[src/rtl/pacc_pkg.sv]
package pacc_pkg;
   localparam int ADDR_W = 2;
   localparam int CTRL_W = 4;
   localparam int NFLAG  = 2;

   localparam logic [ADDR_W-1:0] A_CTRL  = 2'd0;
   localparam logic [ADDR_W-1:0] A_FLAGS = 2'd1;
   localparam logic [ADDR_W-1:0] A_COUNT = 2'd2;

   localparam int FL_EDGE = 0;
   localparam int FL_OVF  = 1;

   typedef struct packed {
      logic edge_ie;   // bit 3
      logic ovf_ie;    // bit 2
      logic pol;       // bit 1
      logic gated;     // bit 0
   } ctrl_t;
endpackage

[src/rtl/pacc_sync_edge.sv]
module pacc_sync_edge #(
   parameter int STAGES = 2
) (
   input  logic clk,
   input  logic rst_n,
   input  logic pin_in,
   output logic level,
   output logic rise,
   output logic fall
);
   if (STAGES < 2) begin : g_bad_stages
      $error("pacc_sync_edge: STAGES must be at least 2");
   end

   logic [STAGES-1:0] chain_q;
   logic              last_q;

   for (genvar i = 0; i < STAGES; i++) begin : g_stage
      if (i == 0) begin : g_first
         always_ff @(posedge clk or negedge rst_n) begin
            if (!rst_n) chain_q[0] <= 1'b0;
            else        chain_q[0] <= pin_in;
         end
      end else begin : g_next
         always_ff @(posedge clk or negedge rst_n) begin
            if (!rst_n) chain_q[i] <= 1'b0;
            else        chain_q[i] <= chain_q[i-1];
         end
      end
   end

   always_ff @(posedge clk or negedge rst_n) begin
      if (!rst_n) last_q <= 1'b0;
      else        last_q <= chain_q[STAGES-1];
   end

   assign level = chain_q[STAGES-1];
   assign rise  = level & ~last_q;
   assign fall  = ~level & last_q;
endmodule

[src/rtl/pacc_counter.sv]
module pacc_counter #(
   parameter int CNT_W = 16
) (
   input  logic             clk,
   input  logic             rst_n,
   input  logic             inc,
   input  logic             load,
   input  logic [CNT_W-1:0] load_val,
   output logic [CNT_W-1:0] count,
   output logic             wrap
);
   localparam logic [CNT_W-1:0] TOP = {CNT_W{1'b1}};

   logic [CNT_W-1:0] cnt_q;

   always_ff @(posedge clk or negedge rst_n) begin
      if (!rst_n)   cnt_q <= '0;
      else if (load) cnt_q <= load_val;
      else if (inc)  cnt_q <= cnt_q + 1'b1;
   end

   assign wrap  = inc & ~load & (cnt_q == TOP);
   assign count = cnt_q;
endmodule

[src/rtl/pacc_flags.sv]
module pacc_flags #(
   parameter int N = 2
) (
   input  logic         clk,
   input  logic         rst_n,
   input  logic [N-1:0] set,
   input  logic [N-1:0] clr,
   output logic [N-1:0] q
);
   for (genvar i = 0; i < N; i++) begin : g_flag
      always_ff @(posedge clk or negedge rst_n) begin
         if (!rst_n)      q[i] <= 1'b0;
         else if (set[i]) q[i] <= 1'b1;
         else if (clr[i]) q[i] <= 1'b0;
      end
   end
endmodule

[src/rtl/pulse_accum.sv]
module pulse_accum
   import pacc_pkg::*;
#(
   parameter int CNT_W       = 16,
   parameter int DATA_W      = 16,
   parameter int SYNC_STAGES = 2
) (
   input  logic              clk,
   input  logic              rst_n,
   input  logic              pin_in,
   input  logic              gate_tick,
   input  logic              wr_en,
   input  logic [ADDR_W-1:0] wr_addr,
   input  logic [DATA_W-1:0] wr_data,
   input  logic [ADDR_W-1:0] rd_addr,
   output logic [DATA_W-1:0] rd_data,
   output logic              irq
);
   if (CNT_W < 2 || CNT_W > DATA_W) begin : g_bad_cnt
      $error("pulse_accum: CNT_W must lie in 2..DATA_W");
   end
   if (DATA_W < CTRL_W) begin : g_bad_data
      $error("pulse_accum: DATA_W too narrow for control register");
   end

   ctrl_t            ctrl_q;
   logic             pin_lvl, pin_rise, pin_fall;
   logic             gate_on, inc, edge_set, cnt_wr, cnt_wrap;
   logic [CNT_W-1:0] cnt_q;
   logic [NFLAG-1:0] flag_set, flag_clr, flag_q;
   logic             ovf_flag, edge_flag;

   always_ff @(posedge clk or negedge rst_n) begin
      if (!rst_n)
         ctrl_q <= '0;
      else if (wr_en && wr_addr == A_CTRL)
         ctrl_q <= ctrl_t'(wr_data[CTRL_W-1:0]);
   end

   pacc_sync_edge #(.STAGES(SYNC_STAGES)) u_sync (
      .clk    (clk),
      .rst_n  (rst_n),
      .pin_in (pin_in),
      .level  (pin_lvl),
      .rise   (pin_rise),
      .fall   (pin_fall)
   );

   assign gate_on = pin_lvl ^ ctrl_q.pol;

   always_comb begin
      if (ctrl_q.gated) begin
         inc      = gate_on & gate_tick;
         edge_set = ctrl_q.pol ? pin_rise : pin_fall;
      end else begin
         inc      = ctrl_q.pol ? pin_fall : pin_rise;
         edge_set = inc;
      end
   end

   assign cnt_wr = wr_en && (wr_addr == A_COUNT);

   pacc_counter #(.CNT_W(CNT_W)) u_cnt (
      .clk      (clk),
      .rst_n    (rst_n),
      .inc      (inc),
      .load     (cnt_wr),
      .load_val (wr_data[CNT_W-1:0]),
      .count    (cnt_q),
      .wrap     (cnt_wrap)
   );

   always_comb begin
      flag_set          = '0;
      flag_set[FL_EDGE] = edge_set;
      flag_set[FL_OVF]  = cnt_wrap;
      flag_clr          = (wr_en && wr_addr == A_FLAGS) ? wr_data[NFLAG-1:0] : '0;
   end

   pacc_flags #(.N(NFLAG)) u_flags (
      .clk   (clk),
      .rst_n (rst_n),
      .set   (flag_set),
      .clr   (flag_clr),
      .q     (flag_q)
   );

   assign ovf_flag  = flag_q[FL_OVF];
   assign edge_flag = flag_q[FL_EDGE];
   assign irq       = (ovf_flag & ctrl_q.ovf_ie) | (edge_flag & ctrl_q.edge_ie);

   logic [DATA_W-1:0] cnt_rd;
   if (CNT_W == DATA_W) begin : g_cnt_full
      assign cnt_rd = cnt_q;
   end else begin : g_cnt_pad
      assign cnt_rd = {{(DATA_W-CNT_W){1'b0}}, cnt_q};
   end

   always_comb begin
      rd_data = '0;
      case (rd_addr)
         A_CTRL:  rd_data[CTRL_W-1:0] = ctrl_q;
         A_FLAGS: rd_data[NFLAG-1:0]  = flag_q;
         A_COUNT: rd_data             = cnt_rd;
         default: rd_data             = '0;
      endcase
   end
endmodule

[config.mk]
export PLATFORM = sky130hd
export DESIGN_NAME = pulse_accum
export DESIGN_NICKNAME = d
export VERILOG_FILES = /design/src/rtl/pacc_pkg.sv /design/src/rtl/pacc_sync_edge.sv /design/src/rtl/pacc_counter.sv /design/src/rtl/pacc_flags.sv /design/src/rtl/pulse_accum.sv
export SDC_FILE = /design/constraint.sdc
export NUM_CORES = 1
export LEC_CHECK = 0
export CAP_MARGIN = 40
export CELL_PAD_IN_SITES_DETAIL_PLACEMENT = 1
export CELL_PAD_IN_SITES_GLOBAL_PLACEMENT = 2
export CORE_MARGIN = 2
export CORE_UTILIZATION = 31
export CTS_BUF_LIST = sky130_fd_sc_hd__clkbuf_16
export DETAILED_ROUTE_END_ITERATION = 10
export PLACE_DENSITY_LB_ADDON = 0.1
export REMOVE_ABC_BUFFERS = 1
export SYNTH_ARGS = -nofsm -noshare
export SYNTH_HDL_FRONTEND = slang
export SYNTH_SLANG_ARGS = --single-unit
[constraint.sdc]
create_clock -name clk -period 3 [get_ports clk]
set_input_delay 0.6 -clock clk [delete_from_list [all_inputs] [get_ports clk]]
set_output_delay 0.6 -clock clk [all_outputs]
set_load 0.03 [all_outputs]
---- Yosys cells after proc, flatten, opt, wreduce, memory -nomap -nowiden ----
Cells that the tools add are included.
word-level totals
  bits in registers ....................... 25
  bits in latches ......................... 0
  RAM bits ................................ 0
  ROM bits ................................ 0
  input bits .............................. 25
  output and inout port bits .............. 17
  word-level logic and storage cells ...... 50
  memories ................................ 0
operators by class
  $add $sub $neg .......................... 1
  multiply operators ...................... 0
  divide/modulo/power cells ............... 0
  $lt $le $gt $ge ......................... 0
  equality and inequality tests ........... 5
  shifts and indexed selects .............. 0
  mux-type cells .......................... 14
  bitwise gates (word level) .............. 12
  reductions and logical operators ........ 8
operators with widths
  operator                                             number
  two-way mux 16 bit                                   2
  adder 16 x 1 -> 16 bit, second input constant        1
  equality test 16 bit, second input constant          1
  two-way mux 12 bit                                   1
  two-way mux 1 bit                                    8
  bitwise AND 1 bit                                    7
  one-hot mux 2 bit (3 select lines)                   1
  nonzero test 2 bit                                   3
  equality test 2 x 1 -> 1 bit, second input constant  2
  equality test 2 bit, second input constant           2
  logical NOT 2 bit                                    2
  one-hot mux 2 bit (2 select lines)                   1
  logical AND 1 bit                                    3
  inverter 1 bit                                       3
  two-way mux 2 bit                                    1
  OR 1 bit                                             1
  bitwise XOR 1 bit                                    1

---- Depth between registers and ports, before layout ----
  depth in word-level cells ............... 7
  gate-level depth with buffers ........... 6
  mapped depth without buffers ............ 5

---- Cells and area by module ----
From an unflattened synthesis, not the netlist that was laid out.
second synthesis, totals
  cell total of the unflattened synthesis .. 148
  area, all modules ....................... 1466.4 µm²
by module, submodules not included
  module          times used  cells each  area each (µm²)  sequential area each (µm²)
  pacc_counter    1           95          882.1            400.4
  pulse_accum     1           42          421.7            100.1
  pacc_sync_edge  1           5           90.1             75.1
  pacc_flags      1           6           72.6             50.0

---- Worst setup path before layout ----
OpenSTA, ideal clock, no wires.
  kind .................................... input to output
  start point ............................. in rd_addr[1]
  end point ............................... out rd_data[0]
  arrival ................................. 1.408 ns
  data required time ...................... 2.400 ns
  slack ................................... 0.992 ns
  stages on the path ...................... 4
  buffers on the path ..................... 1
  path through ............................ nor2b_1 -> clkbuf_1 -> nand2_1 -> o21ai_0
on the way
  cells in the longest elaborated chain, start to end .. 2
  elaborated cells between the ends (all ways) .. 4
  classes of those cells .................. 2 x eq/ne; 1 x mux; 1 x reduce/logical
ends and longest elaborated chain
  item                                               line                source
  start: declaration                                 pulse_accum.sv:15   input logic [ADDR_W-1:0] rd_addr,
  equality test 2 bit, or another cell as far along  pulse_accum.sv:101  case (rd_addr)
  one-hot mux 2 bit (3 select lines) *               pulse_accum.sv:101
  end: declaration                                   pulse_accum.sv:16   output logic [DATA_W-1:0] rd_data,
Mark *: on every way between the ends. The rest lies on a longest branch, timed or not.

---- Worst setup path after layout ----
  start point ............................. in rd_addr[1]
  end point ............................... out rd_data[2]
on the way
  cells in the longest elaborated chain, start to end .. 2
  elaborated cells between the ends (all ways) .. 3
  classes of those cells .................. 1 x eq/ne; 1 x mux; 1 x reduce/logical
ends and longest elaborated chain
  item                                                      line
  equality test 2 bit or logical NOT 2 bit (tied branches)  pulse_accum.sv:101
  one-hot mux 2 bit (2 select lines) *                      pulse_accum.sv:101
Marked as above.

==> flow_summary.json <==
{
  "syn_area_mm2": 0.00154,
  "fin_worst_skew_ns": 0.00304,
  "worstPathArrival_ns": 2.08,
  "worstSetupEndpointType": "output pin",
  "viasPerCell": 5.33,
  "max_slew_margin_pct": 61.7,
  "cp_common_cell": "clkdlybuf4s50_1",
  "drv_cap": 0,
  "firstDrtPassIters": 4,
  "cts_tree": "yes",
  "synth_compound_area_share_pct": 14.8,
  "wl_um": 4400,
  "hp-class": "reg -> reg",
  "regArea_um2": 626,
  "yosys.area_share.adder_pct": 0.814,
  "cts_max_path_buffers": 2,
  "fillerInstances": 573,
  "cts_setup_buffers": 0,
  "min_period_ns": 2.68,
  "netlist_instances": 163,
  "worstSetupPathType": "in -> out",
  "rsz0062_at_grt": "no",
  "hold_violations": 0,
  "syn_area_per_cell_um2": 9.43,
  "drcViolationCount": 0,
  "tns_ns": 0,
  "finalCritPeriodShare_pct": 89.2,
  "clk_latency_ns": 0.26,
  "synth.yosys.warnings": 0,
  "slowest_stage": "clkdlybuf4s50_1",
  "area_growth_pct": 34.7,
  "synth_edf_count": 0,
  "hold_ws_ns": 0.360,
  "critical_path.cell_chain": "clkdlybuf4s50_1, mux2i_1, nor2_1, clkdlybuf4s50_1",
  "via_count": 1454,
  "yosysTopAreaCell": "dfrtp_1",
  "clkSlewWorstSetupHoldPaths_ns": 0.07,
  "outcome": "completed",
  "max_freq_mhz": 374,
  "cts.sinks": 25,
  "hold_buffers": 0,
  "synth_xor_area_share_pct": 1.71,
  "worst_slew_pin_slew_ns": 0.573,
  "num_rows": 25,
  "num-nets-final": 233,
  "synth_top_family_by_area": "simple AND/OR/NAND/NOR gates",
  "ant_nets": 0,
  "final_common_cell": "clkdlybuf4s50_1",
  "path_delay_family": "buffers and inverters",
  "clock-root-buffer": "clkbuf_16",
  "synth_top_cell_area_share_pct": 40.7,
  "antenna_found_initial": 0,
  "power.leakage_nw": 0.800,
  "cts.repair.resized": 0,
  "synthMuxAreaShare_pct": 6.19,
  "cp_data_required_time_ns": 2.40,
  "io_buffers": 41,
  "post_drt_wl_per_cell_um": 16.1,
  "die_area_mm2": 0.00554,
  "synthArstFlopShare_pct": 100,
  "ir_drop_v": 0.000275,
  "die_h_um": 74.4,
  "h-tree-depth": 1,
  "yosysSeqAreaShare_pct": 40.7,
  "gr-total-overflow": 0,
  "cpPeakStageDelay_ns": 0.69,
  "drive_above_1_share_pct": 14.6,
  "critPathBufInv": 2,
  "first_global_vias": 1384,
  "core_mm2": 0.00475,
  "cts_buffers": 3,
  "placed_cell_area_mm2": 0.00199,
  "multi_input_area_um2": 865,
  "setup_viol": 0,
  "dpl.hpwl_um": 3200,
  "drt-initial-drc-count": 30,
  "yosys_most_used_dff": "dfrtp_1",
  "synth_seq_cells": 25,
  "slew_violations": 0,
  "finalInstanceArea_mm2": 0.00207,
  "power.density_mw_per_mm2": 585,
  "io_pins": 42,
  "startpoint_type": "primary input",
  "yosysUniqueCellTypes": 37,
  "final_cell_mix": "clkdlybuf4s50_1 (27), dfrtp_1 (25), buf_4 (19)",
  "grt_pass1_wl_um": 6970,
  "diodes": 0,
  "start_util_pct": 32.3,
  "grt_usage_pct": 16.3,
  "synth_simple_gate_area_share_pct": 32.7,
  "synthTopCellsByArea": "dfrtp_1 (41%), and2_1 (5.7%), a31oi_1 (4.5%), nor2_1 (3.9%), or4_1 (3.9%)",
  "die_x_um": 74.4,
  "path_max_fanout": 5,
  "place_congestion": 0.773,
  "grt_max_degree": 32
}
-- cells in the mapped netlist (2+ instances only) --
cell type	number
nand2_1	13
or3_1	3
buf_6	2
o31ai_1	5
and2_1	14
or4b_1	3
dfrtp_1	25
or4_1	8
nand4_1	4
mux2_2	4
o211ai_1	3
a31oi_1	11
nor2b_1	3
mux2i_1	5
o21ai_0	7
xor2_1	3
nor3b_1	2
nand3_1	9
nand4b_1	2
clkbuf_1	4
o41ai_1	2
nor2_1	16
-- power breakdown --
group	switching, W	leakage [nW]	internal [W]	total, W
Sequential	0.000111	0.288	0.000407	0.000518
Clock	0.000125	0.0423	0.000179	0.000304
Combinational	0.000214	0.469	0.000175	0.000390
-- logic make-up after synthesis --
logic type	Yosys count
and+or+nand+nor	84
AOI/OAI and AO/OA	33
DFF	25
muxes	9
buffers and inverters	8
xor gates and xnor gates	3
adders and majority gates	1
-- metal layers --
layer  up-vias  wire [µm]  GRT usage [%]
li1        707          -              -
met1       715       2190           23.4
met2        28       2060           26.3
met3         4        129           2.30
met4         0         24           3.37
met5         -          0              0
-- metrics by stage --
step	instances	util, %	total power (W)	setup slack [ns]
floorplan	156	-	0.000736	0.756
global placement	269	41.9	0.000897	0.367
detailed placement	269	41.9	0.000915	0.333
CTS	273	43.5	0.00122	0.319
global route	273	43.5	0.00128	0.262
finish	273	43.5	0.00121	0.324
-- final cells by class --
type,count,share of cell area (%)
multi-input combinational,130,41.8
sequential,25,30.2
timing repair buffer,46,20.0
tap,67,4.05
clock buffer,3,3.63
clock inverter,1,0.181
inverter,1,0.181
-- final timing paths --
kind | depth (start not counted) | slack [ns] | endpoint | startpoint
worst min register to register | 0 | 0.36 | u_sync.level | u_sync.chain_q[0]
worst max-delay path | 4 | 0.32 | rd_data[2] | rd_addr[1]
worst max register to register | 5 | 1.11 | u_cnt.count[15] | ctrl_q[0]
min in group asynchronous | 2 | 0.71 | u_cnt.count[7] | rst_n
worst min-delay path | 0 | 0.36 | u_sync.level | u_sync.chain_q[0]
max in group asynchronous | 2 | 2.02 | u_cnt.count[2] | rst_n
-- state kept, by name, indices dropped and copies added (netlist names) --
signal	flops
u_sync.level	1
u_flags.q	2
u_sync.chain_q	1
ctrl_q	4
u_sync.last_q	1
u_cnt.count	16
(Power assumes the default switching activity.)
